$ cat config.mk
export PLATFORM = sky130hd
export DESIGN_NAME = gap_writer
export DESIGN_NICKNAME = d
export VERILOG_FILES = /design/src/rtl/gap_writer.sv
export SDC_FILE = /design/constraint.sdc
export NUM_CORES = 1
export LEC_CHECK = 0
export BUFFER_PORTS_ARGS = -buffer_cell sky130_fd_sc_hd__buf_2
export CAP_MARGIN = 5
export CORE_AREA = 2 2 160 162
export CTS_BUF_LIST = sky130_fd_sc_hd__clkbuf_4
export CTS_CLUSTER_DIAMETER = 30
export DETAILED_ROUTE_END_ITERATION = 6
export DIE_AREA = 0 0 162 164
export GPL_ROUTABILITY_DRIVEN = 1
export SYNTH_ARGS = -nofsm -noshare
export SYNTH_HDL_FRONTEND = slang
export SYNTH_SLANG_ARGS = --single-unit
$ cat constraint.sdc
create_clock -name clk -period 10.3 [get_ports clk]
set_input_delay 1.545 -clock clk [delete_from_list [all_inputs] [get_ports clk]]
set_output_delay 1.545 -clock clk [all_outputs]
set_load 0.03 [all_outputs]
$ cat src/rtl/gap_writer.sv
module gap_writer #(
  parameter int TICKS_PER_CYC = 8,
  parameter int START_CYC     = 50,
  parameter int GAP_CYC       = 20,
  parameter int ZERO_CYC      = 18,
  parameter int ONE_CYC       = 50,
  parameter int SETTLE_CYC    = 38,
  parameter int MAX_BITS      = 80,
  parameter int CW            = $clog2(MAX_BITS + 1)
) (
  input  logic                clk,
  input  logic                rst_n,
  input  logic                tick,
  input  logic                start,
  input  logic [CW-1:0]       bit_count,
  input  logic [MAX_BITS-1:0] bits,
  output logic                field_en,
  output logic                busy,
  output logic                done
);

  localparam int START_T  = START_CYC  * TICKS_PER_CYC;
  localparam int GAP_T    = GAP_CYC    * TICKS_PER_CYC;
  localparam int ZERO_T   = ZERO_CYC   * TICKS_PER_CYC;
  localparam int ONE_T    = ONE_CYC    * TICKS_PER_CYC;
  localparam int SETTLE_T = SETTLE_CYC * TICKS_PER_CYC;
  localparam int L1 = (START_T > GAP_T) ? START_T : GAP_T;
  localparam int L2 = (ZERO_T > ONE_T) ? ZERO_T : ONE_T;
  localparam int L3 = (L1 > L2) ? L1 : L2;
  localparam int LONGEST = (L3 > SETTLE_T) ? L3 : SETTLE_T;
  localparam int TW = $clog2(LONGEST + 1);
  localparam logic [CW-1:0] MAXB_C = CW'(MAX_BITS);

  typedef enum logic [2:0] {S_IDLE, S_SGAP, S_ON, S_WGAP, S_SETTLE} st_t;

  st_t                 state;
  logic [TW-1:0]       left;
  logic [CW-1:0]       rem;
  logic [MAX_BITS-1:0] sr;
  logic [CW-1:0]       n_eff;

  assign n_eff    = (bit_count > MAXB_C) ? MAXB_C : bit_count;
  assign busy     = (state != S_IDLE);
  assign field_en = !(state == S_SGAP || state == S_WGAP);

  always_ff @(posedge clk) begin
    if (!rst_n) begin
      state <= S_IDLE;
      left  <= '0;
      rem   <= '0;
      sr    <= '0;
      done  <= 1'b0;
    end else begin
      done <= 1'b0;
      if (state == S_IDLE) begin
        if (start) begin
          state <= S_SGAP;
          left  <= TW'(START_T);
          sr    <= bits << (MAXB_C - n_eff);
          rem   <= n_eff;
        end
      end else if (tick) begin
        if (left != TW'(1)) begin
          left <= left - TW'(1);
        end else begin
          case (state)
            S_SGAP, S_WGAP: begin
              if (rem != '0) begin
                state <= S_ON;
                left  <= sr[MAX_BITS-1] ? TW'(ONE_T) : TW'(ZERO_T);
              end else begin
                state <= S_SETTLE;
                left  <= TW'(SETTLE_T);
              end
            end
            S_ON: begin
              state <= S_WGAP;
              left  <= TW'(GAP_T);
              rem   <= rem - CW'(1);
              sr    <= sr << 1;
            end
            default: begin
              state <= S_IDLE;
              done  <= 1'b1;
            end
          endcase
        end
      end
    end
  end

endmodule


== Yosys cells after proc, flatten, opt, wreduce, memory -nomap -nowiden ==
Cells that the tools add are included.

* Muxes and demuxes: 25
* Add/subtract/negate cells: 3
* Shift operators: 1
* Equal/unequal tests: 6
* $lt $le $gt $ge: 1
* Reduce and logical (&&, ||, !) cells: 14
* Bitwise gates (word level): 2

{| class="wikitable"
|+ Operators by type and width
! kind !! count
|-
| $mux 80 || 5
|-
| $shl 80x7->80 || 1
|-
| $mux 9 || 6
|-
| $mux 7 || 6
|-
| $pmux 9 s2 || 1
|-
| $mux 3 || 5
|-
| $ne 9x1->1 const B || 1
|-
| $sub 9x1->9 const B || 1
|-
| $gt 7x7->1 const B || 1
|-
| $reduce_bool 7->1 || 1
|-
| $sub 7x1->7 const B || 1
|-
| $sub 7x7->7 const A || 1
|-
| $eq 3x2->1 const B || 2
|-
| $pmux 3 s2 || 1
|-
| $reduce_and 3->1 || 2
|-
| $ne 2x2->1 const B || 2
|-
| $reduce_and 4->1 || 1
|-
| $reduce_bool 2->1 || 2
|-
| $reduce_bool 4->1 || 1
|-
| $reduce_or 4->1 || 1
|-
| $eq 3x1->1 const B || 1
|-
| $logic_not 3->1 || 1
|-
| $reduce_bool 3->1 || 1
|-
| $reduce_or 3->1 || 1
|-
| 5 further kinds || 6
|}

* Input bits: 91
* Register bits after elaboration: 100
* Word-level logic and storage cells: 57
* Output and inout bits: 3

== Logic depth before layout (Yosys ltp) ==
Gate-level depths: netlist (run 1).

* Word-level depth: 6
* Depth in mapped cells: 21
* Gate-level depth less buffers: 12

== Worst setup path before layout (run 1) ==
OpenSTA, ideal clock, no wires.

* Kind: input port to flip-flop
* Start: input bit_count[5]
* End: register sr[76]
* Setup time: 0.122 ns
* Path slack: 5.188 ns
* Data required time: 10.178 ns
* Arrival time: 4.990 ns
* Path buffers: 7
* Stages: 18
* Cell sequence: o21a_1 -> buf_6 -> nor2_8 -> inv_6 -> buf_6 -> buf_4 -> buf_4 -> ha_1 -> buf_2 -> nand2b_1 -> o211a_1 -> buf_4 -> buf_6 -> mux4_2 -> mux4_2 -> mux2i_1 -> o31ai_1 -> a221o_1

* Longest elaborated chain between the ends: 6

{| class="wikitable"
|+ Ends and longest elaborated chain
! element !! line !! text
|-
| start: declaration || 15 || <nowiki>input logic [CW-1:0] bit_count,</nowiki>
|-
| $gt 7x7->1 || 42 || <nowiki>assign n_eff = (bit_count > MAXB_C) ? MAXB_C : bit_count;</nowiki>
|-
| $mux 7 * || 42 ||
|-
| $sub 7x7->7 * || 59 || <nowiki>sr <= bits << (MAXB_C - n_eff);</nowiki>
|-
| $shl 80x7->80 * || 59 ||
|-
| $mux 80 * || 56 || <nowiki>if (start) begin</nowiki>
|-
| $mux 80 * || 55 || <nowiki>if (state == S_IDLE) begin</nowiki>
|-
| end signal: assignment || 59 ||
|-
| end signal: assignment || 80 || <nowiki>sr <= sr << 1;</nowiki>
|-
| end: declaration || 39 || <nowiki>logic [MAX_BITS-1:0] sr;</nowiki>
|}

Every way passes the cells marked *; elsewhere a longest branch is shown, timed or not. The select of a mux whose other input is x is not followed.
A chain may end at the register's enable or synchronous reset.

== Worst setup path after layout (run 1) ==
* Start: input bit_count[0]
* End: register sr[76]

The elaborated chain is that of the path after synthesis.

==> results of run 1 <==
## state kept, by name (all words and copies together) (netlist names)
name and count:
done 1, rem 7, state 3, sr 80
left 9
## Yosys cell counts (all sizes together) (13+ instances only)
master	instances
a211oi	23
a21oi	130
a221oi	43
a31oi	27
a32oi	13
buf	75
clkbuf	71
dfxtp	100
inv	21
mux2	38
mux2i	62
mux4	68
nand2	175
nand2b	32
nand3	46
nor2	119
nor3	27
o211a	19
o211ai	60
o21ai	109
## worst min-delay path by stage
stage          slack (ps)  startpoint      end
6_report              470       sr[0]    sr[0]
3_3_place_gp          440       sr[0]    sr[0]
5_1_grt               500     left[8]  left[8]
3_5_place_dp          450       sr[0]    sr[0]
2_1_floorplan         430       sr[0]    sr[0]
4_1_cts               470       sr[0]    sr[0]
## power by group through the flow
stage,Sequential [mW],Clock [mW],Combinational [mW]
3_5_place_dp,0.486,0,0.968
4_1_cts,0.478,0.212,0.973
3_3_place_gp,0.486,0,0.966
6_report,0.479,0.212,1.01
2_1_floorplan,0.473,0,0.673
5_1_grt,0.485,0.227,1.07
## routing by layer
metal	vias to the layer above	global-route usage
met5	-	0
met4	0	0.158
met3	140	0.0672
met2	797	0.514
met1	6147	0.505
li1	5674	-
## critical path: stages
cell,delay [ps]
buf_2,80
buf_4,410
inv_2,230
nor2_8,650
inv_6,410
ha_4,410
o211ai_1,350
o211a_2,490
buf_4,530
mux4_2,490
mux4_2,550
mux2i_1,350
o31ai_1,130
a221o_1,340
## logic make-up after synthesis
logic type | share of synthesized area
buf+inv | 0.0663
compound gates | 0.342
flops | 0.175
xor+xnor | 0.00689
fa+ha+maj | 0.00437
simple gates | 0.181
mux | 0.225
## stage by stage
| step | setup slack (ps) | util | instance area, µm² | instances | hold slack (ps) |
|---|---|---|---|---|---|
| 2_1_floorplan | 5190 | - | 11400 | 1469 | 432 |
| 3_3_place_gp | 3430 | 0.481 | 11900 | 1773 | 441 |
| 3_5_place_dp | 3260 | 0.481 | 11900 | 1773 | 448 |
| 4_1_cts | 3760 | 0.486 | 12100 | 1788 | 466 |
| 5_1_grt | 3370 | 0.486 | 12100 | 1789 | 500 |
| 6_report | 3610 | 0.486 | 12100 | 1789 | 467 |
## final cells by class
cell class / instances / share of cell area
sequential: 100 / 0.166
tap: 330 / 0.0342
inverter: 22 / 0.00726
clock buffer: 9 / 0.00560
timing repair buffer: 120 / 0.0554
clock inverter: 6 / 0.00467
multi-input combinational: 1201 / 0.727
antenna: 1 / 0.000207
==> metrics.cfg, run 1 <==
[setup_path]
crit_start=bit_count[0]
crit_type=in -> reg
r2r_cells=8
r2r_end=sr[69]
timing.rr.start=state[1]
worst_setup_path_end_kind=register
r2r_slack_ps=6450
critPathLaunchType=input port
path_max_fanout=64
critPathRequiredTime_ps=10690
endpoint=sr[76]
worstPathArrival_ps=7080

[die]
dieArea_um2=26600
num_io_pins=94
fp.dieH_um=164
die_x_um=162
initial_core_util=0.461
fp-row-count=58
core_area_um2=24800

[synthesis]
synth_edf_count=0
synth_top_area_frac=0.175
synth-async-reset-ratio=0
syn_area_um2=11400
ys_seq_area_frac=0.175
synth.avg_cell_area_um2=7.79
synth_cells=1469
synth_area_leader_cell=dfxtp_1
synth-seq-cells=100
synth_nets=1564
yosys_warnings=0
yosysUniqueCellTypes=78
ys.flop_type=dfxtp_1
synthTopCellsByArea=dfxtp_1 (17%), mux4_2 (13%), nand2_1 (5.7%)

[timing]
fin_crit_ps=6690
timing.fmax_mhz=149
rsz0062_at_grt=no
slew_headroom=0.207
skew_ps=13.9
tightest_slew_ps=1190
setup_tns_ps=0
setup_viol=0
finalHoldViolCount=0
finalCritPeriodShare=0.650
slew_violations=0

[clocking]
htreeDepth=3
cts_sinks=100
cts_max_path_buffers=2
cts_hold_buf=0
cts.reportedPaths.clkPinSlew_ps=150
worstSkewPairLatency_ps=490
root_buffer=clkbuf_4
postCtsSetupBuffers=0
cts_buffers=9
cts_resized=0
cts_tree=built

[cells_and_area]
synthToLayoutAreaGrowth_pct=5.42
nets=1549
layout_commonest_cell=nand2_1
mostFrequentLayoutCells=nand2_1 (174), a21oi_1 (127), nor2_1 (116)
drive_gt1_frac=0.198
register_area_um2=2000
multi_input_area_um2=8770
nFillCells=2546

[route]
ant_nets=0
route.met3.wl_um=4730
viasPerCell=7.13
vias=12758
wl_met1_um=20200
firstDrtPassIters=7
avgRoutedWirePerCell_um=26.3
met2WireLength_um=19800
top_layer=met4
dr.first_iter.drc_count=1769
drt-total-wl_um=47000
drc_errors=1

[status]
violations=design-rule violations
status=finished with violations

[grt]
antenna_found_initial=1
track_usage=0.353
grt_pass1_vias=11673
grt_max_degree=87
grt-ovfl-total=0
grt_pass1_wl_um=72500

[worst_hold_path]
min_path_type=reg -> reg
whs_path_depth=2

[place]
io_buffers=93
routabilityCongestion=1.03
hpwl_um=34200

[power]
power_leakage_nw=4.49
ir_drop_mv=0.0589
p_comb_frac=0.593
p_per_area_nw_per_um2=141
pwr-share-seq=0.282
internal_power_uw=871
fin_total_pwr_mw=1.70
clkPwrFrac=0.125
switching_share=0.488
switchingPower_uw=828

[run]
drv_cap=0

Note: power is estimated with default switching activity, not from simulation.
==> run 2: changes to the inputs <==
clock period = 6.25 ns   (was 10.3 ns; I/O delays follow)
==> run 2 against run 1 <==
- the run still ends with design-rule violations left
- global-route usage up 1.1 points
- clock-buffer cell count unchanged
- total power up 66%
- die area unchanged
- sequential share of layout area down 0.13 points
- non-clock buffer count up 13
- hold slack better by 10 ps
- design area up 0.82%
- critical endpoint is now sr[49]
- highest routed layer unchanged
==> metrics.cfg, run 2 (synthesized netlist as in run 1, its figures left out) <==
[setup_path]
r2r_cells=11  ; was 8
crit_type=in -> reg  ; unchanged
timing.rr.start=state[1]  ; unchanged
r2r_slack_ps=2390  ; was 6450 ps
r2r_end=sr[67]  ; was sr[69]
worstPathArrival_ps=5690  ; was 7080 ps
critPathRequiredTime_ps=6670  ; was 10690 ps
path_max_fanout=36  ; was 64
critPathLaunchType=input port  ; unchanged
worst_setup_path_end_kind=register  ; unchanged

[route]
avgRoutedWirePerCell_um=27.2  ; was 26.3 µm
firstDrtPassIters=7  ; unchanged
drc_errors=10  ; was 1
viasPerCell=7.21  ; was 7.13
drt-total-wl_um=49000  ; was 47000 µm
dr.first_iter.drc_count=1846  ; was 1769
ant_nets=0  ; unchanged
vias=13003  ; was 12758

[worst_hold_path]
hp-start=sr[0]  ; unchanged
whs_path_depth=2  ; unchanged
min_path_type=reg -> reg  ; unchanged
holdPathEnd=sr[0]  ; unchanged

[grt]
antenna_found_initial=1  ; unchanged
grt-ovfl-total=0  ; unchanged
grt_max_degree=86  ; was 87
grt_pass1_vias=11905  ; was 11673
track_usage=0.364  ; was 0.353
grt_pass1_wl_um=74900  ; was 72500 µm

[die]
core_area_um2=24800  ; unchanged
dieArea_um2=26600  ; unchanged
num_io_pins=94  ; unchanged
fp.dieH_um=164  ; unchanged
die_x_um=162  ; unchanged
fp-row-count=58  ; unchanged
initial_core_util=0.461  ; unchanged

[place]
post_dp_cell_area_um2=12000  ; was 11900 µm²
routabilityCongestion=0.998  ; was 1.03
hpwl_um=35700  ; was 34200 µm
io_buffers=93  ; unchanged
dp_slack_ps=797  ; was 3260 ps

[clocking]
cts.reportedPaths.clkPinSlew_ps=180  ; was 150 ps
cts_tree=built  ; unchanged
cts_max_path_buffers=2  ; unchanged
root_buffer=clkbuf_4  ; unchanged
cts_hold_buf=0  ; unchanged
postCtsSetupBuffers=0  ; unchanged
htreeDepth=3  ; unchanged
cts_buffers=9  ; unchanged
cts_resized=0  ; unchanged
cts_sinks=100  ; unchanged
worstSkewPairLatency_ps=480  ; was 490 ps

[cells_and_area]
synthToLayoutAreaGrowth_pct=6.29  ; was 5.42%
layout_commonest_cell=nand2_1  ; unchanged
nFillCells=2555  ; was 2546
mostFrequentLayoutCells=nand2_1 (174), a21oi_1 (128), nor2_1 (116)  ; was nand2_1 (174), a21oi_1 (127), nor2_1 (116)
largest_reg_flops=80  ; unchanged
regMostFlops=sr  ; unchanged
drive_gt1_frac=0.204  ; was 0.198
multi_input_area_um2=8760  ; was 8770 µm²
top_regs=sr: 80 flops, left: 9 flops, rem: 7 flops  ; unchanged
fin_area_um2=12200  ; was 12100 µm²
nets=1562  ; was 1549
final_util=0.490  ; was 0.486
register_area_um2=2000  ; unchanged

[timing]
worst_slack_ps=979  ; was 3610 ps
tightest_slew_ps=1070  ; was 1190 ps
finalHoldViolCount=0  ; unchanged
setup_viol=0  ; unchanged
finalCritPeriodShare=0.843
setup_tns_ps=0  ; unchanged
skew_ps=32.1  ; was 13.9 ps
fin_crit_ps=5270
rsz0062_at_grt=no  ; unchanged
slew_headroom=0.286  ; was 0.207
timing.fmax_mhz=190
slew_violations=0  ; unchanged

[power]
ir_drop_mv=0.139  ; was 0.0589 mV
power_leakage_nw=4.55  ; was 4.49 nW
p_per_area_nw_per_um2=233  ; was 141 nW/µm²
fin_total_pwr_mw=2.83  ; was 1.70 mW

[status]
status=finished with violations  ; unchanged
violations=design-rule violations  ; unchanged

[run]
drv_cap=0  ; unchanged

==> run 2: worst max-delay path by stage <==
| stage | slack [ps] | to | cells after the start | startpoint |
|---|---|---|---|---|
| final | 980 | sr[49] | 13 | bit_count[6] |
| after global routing | 930 | sr[49] | 13 | bit_count[6] |
| after CTS | 1300 | sr[44] | 14 | bit_count[6] |
| after detailed placement | 800 | sr[44] | 14 | bit_count[6] |
| after global placement | 790 | sr[44] | 14 | bit_count[6] |
| after floorplan | 1750 | sr[76] | 18 | bit_count[5] |
==> run 2: through the flow <==
step | instances | hold WS [ps]
finish | 1803 | 477
global route | 1803 | 493
floorplan | 1469 | 432
detailed placement | 1785 | 455
CTS | 1801 | 475
global placement | 1785 | 447
==> run 2: power breakdown <==
part           switching, mW  leakage, nW  total [mW]  internal [mW]
Clock                  0.243       0.0620       0.327         0.0837
Combinational           1.10         3.66        1.71          0.608
Sequential            0.0691        0.824       0.795          0.726
==> run 2: final cells by class <==
type | count | share of cell area
repair buffers | 133 | 0.0643
clock inverters | 7 | 0.00411
multi-input cells | 1201 | 0.720
flip-flops and latches | 100 | 0.165
clock buffers | 9 | 0.00555
diodes | 1 | 0.000206
well taps | 330 | 0.0339
inverters | 22 | 0.00720
==> run 2: worst max-delay path: stages <==
cell and delay [ps]:
buf_2 530, o21ai_0 180, buf_4 240, nand2_1 140, ha_4 400, o211ai_1 370
o211ai_4 480, buf_12 310, mux2_2 360, o21ai_0 620, o21ai_0 160, a21oi_1 610
o221a_2 310
==> run 2: per-layer routing <==
layer | GRT usage | wire [µm] | up-vias
li1 | - | - | 5710
met1 | 0.525 | 20600 | 6241
met2 | 0.533 | 20800 | 900
met3 | 0.0652 | 5310 | 152
met4 | 0.154 | 2310 | 0
met5 | 0 | 0 | -
==> run 3: changes to the inputs <==
clock period = 5.5 ns   (was 6.25 ns; I/O delays follow)
==> run 3 against run 2 <==
- the run still ends with design-rule violations left
- total power increased by 14%
- hold slack got worse by 8.9 ps
- clock power increased by 16%
- wire length decreased by 0.23%
- flip-flop and latch count unchanged
- largest power group unchanged
==> metrics.cfg, run 3 (synthesized netlist as in run 1, its figures left out) <==
[die]
dieArea_um2=26600  ; unchanged
initial_core_util=0.461  ; unchanged
fp.dieH_um=164  ; unchanged
die_x_um=162  ; unchanged
fp-row-count=58  ; unchanged
num_io_pins=94  ; unchanged
core_area_um2=24800  ; unchanged

[setup_path]
critPathLaunchType=input port  ; unchanged
critPathRequiredTime_ps=5920  ; was 6670 ps
path_max_fanout=31  ; was 36
crit_type=in -> reg  ; unchanged
r2r_slack_ps=2270  ; was 2390 ps
worst_setup_path_end_kind=register  ; unchanged
worstPathArrival_ps=4970  ; was 5690 ps

[power]
clkPwrFrac=0.117  ; was 0.115
switching_share=0.494  ; was 0.499
internal_power_mw=1.64  ; was 1.42 mW
power_leakage_nw=4.61  ; was 4.55 nW
ir_drop_mv=0.0993  ; was 0.139 mV
switchingPower_mw=1.60  ; was 1.41 mW
p_comb_frac=0.605  ; was 0.604
fin_total_pwr_mw=3.23  ; was 2.83 mW
pwr-share-seq=0.278  ; was 0.281
p_per_area_nw_per_um2=263  ; was 233 nW/µm²

[clocking]
cts_tree=built  ; unchanged
cts_max_path_buffers=2  ; unchanged
htreeDepth=3  ; unchanged
cts_resized=0  ; unchanged
cts.reportedPaths.clkPinSlew_ps=160  ; was 180 ps
postCtsSetupBuffers=0  ; unchanged
cts_buffers=9  ; unchanged
root_buffer=clkbuf_4  ; unchanged
worstSkewPairLatency_ps=510  ; was 480 ps
cts_sinks=100  ; unchanged
cts_hold_buf=0  ; unchanged

[timing]
skew_ps=24.5  ; was 32.1 ps
rsz0062_at_grt=no  ; unchanged
slew_headroom=0.350  ; was 0.286
tightest_slew_ps=970  ; was 1070 ps
finalCritPeriodShare=0.827
fin_crit_ps=4550
timing.fmax_mhz=220
setup_tns_ps=0  ; unchanged
slew_violations=0  ; unchanged
holdWs_ps=468  ; was 477 ps
setup_viol=0  ; unchanged
finalHoldViolCount=0  ; unchanged

[place]
post_dp_cell_area_um2=12100  ; was 12000 µm²
io_buffers=93  ; unchanged
dp_cells=1799  ; was 1785
routabilityCongestion=1.03  ; was 0.998
hpwl_um=36700  ; was 35700 µm

[route]
ant_nets=0  ; unchanged
drt-total-wl_um=48800  ; was 49000 µm
firstDrtPassIters=7  ; unchanged
dr.first_iter.drc_count=1630  ; was 1846
drc_errors=1  ; was 10
viasPerCell=7.08  ; was 7.21
vias=12856  ; was 13003
avgRoutedWirePerCell_um=26.9  ; was 27.2 µm

[cells_and_area]
fin_area_um2=12300  ; was 12200 µm²
mostFrequentLayoutCells=nand2_1 (174), a21oi_1 (128), nor2_1 (116)  ; unchanged
largest_reg_flops=80  ; unchanged
synthToLayoutAreaGrowth_pct=7.23  ; was 6.29%
drive_gt1_frac=0.211  ; was 0.204
top_regs=sr: 80 flops, left: 9 flops, rem: 7 flops  ; unchanged
nets=1575  ; was 1562
regMostFlops=sr  ; unchanged
finalNonFillerCells=1816  ; was 1803
layout_commonest_cell=nand2_1  ; unchanged

[grt]
grt-ovfl-total=0  ; unchanged
grt_pass1_wl_um=74800  ; was 74900 µm
grt_max_degree=85  ; was 86
antenna_found_initial=1  ; unchanged
track_usage=0.367  ; was 0.364
grt_pass1_vias=11922  ; was 11905

[worst_hold_path]
min_path_type=reg -> reg  ; unchanged

[status]
status=finished with violations  ; unchanged
violations=design-rule violations  ; unchanged

[run]
drv_cap=0  ; unchanged

-- run 3: changes by cell type in the layout (fill, tap and decap cells not counted) --
cell and delta:
buf_12 +1, buf_4 +13, buf_6 -1, clkbuf_4 +2, clkinv_1 -1, clkinv_4 -2, clkinvlp_4 +1
-- run 3: final timing paths --
| kind | startpoint | to | cells after the start |
|---|---|---|---|
| setup / recovery | bit_count[4] | sr[61] | 11 |
| hold / removal | sr[0] | sr[0] | 2 |
| setup reg to reg | left[0] | sr[66] | 8 |
| hold reg to reg | sr[0] | sr[0] | 2 |
-- run 3: layout make-up --
| type | count | area [µm²] |
|---|---|---|
| timing repair buffer | 146 | 888 |
| fill | 2580 | 12500 |
| clock inverter | 5 | 36.3 |
| inverter | 22 | 87.6 |
| clock buffer | 11 | 82.6 |
| tap | 330 | 413 |
| sequential | 100 | 2000 |
| multi-input combinational | 1201 | 8760 |
| antenna | 1 | 2.50 |
-- run 3: per-layer routing --
| layer | share of wire | vias to the layer above | GRT usage |
|---|---|---|---|
| met3 | 0.097 | 173 | 0.0725 |
| met4 | 0.054 | 0 | 0.179 |
| met1 | 0.42 | 6133 | 0.514 |
| li1 | - | 5730 | - |
| met2 | 0.43 | 820 | 0.538 |
| met5 | 0 | - | 0 |
-- run 3: power groups by stage --
stage / Sequential [mW] / Combinational, mW / Clock, mW
after floorplan: 0.887 / 1.26 / 0
after global placement: 0.909 / 1.88 / 0
after detailed placement: 0.909 / 1.88 / 0
after CTS: 0.894 / 1.88 / 0.385
after global routing: 0.908 / 2.06 / 0.412
final: 0.898 / 1.96 / 0.378
-- run 3: stage by stage --
step,utilization,setup slack [ps]
final,0.494,951
after global routing,0.494,723
after CTS,0.494,1120
after detailed placement,0.490,555
after global placement,0.490,642
after floorplan,-,1110
-- run 3: worst max-delay path, stage by stage --
cell and delay [ps]:
buf_2 280, o21ai_0 290, nand2_1 160, ha_4 270, nand2b_1 300, o211ai_4 830
buf_12 290, mux4_2 390, a222oi_1 810, o211ai_1 240, o221a_2 270
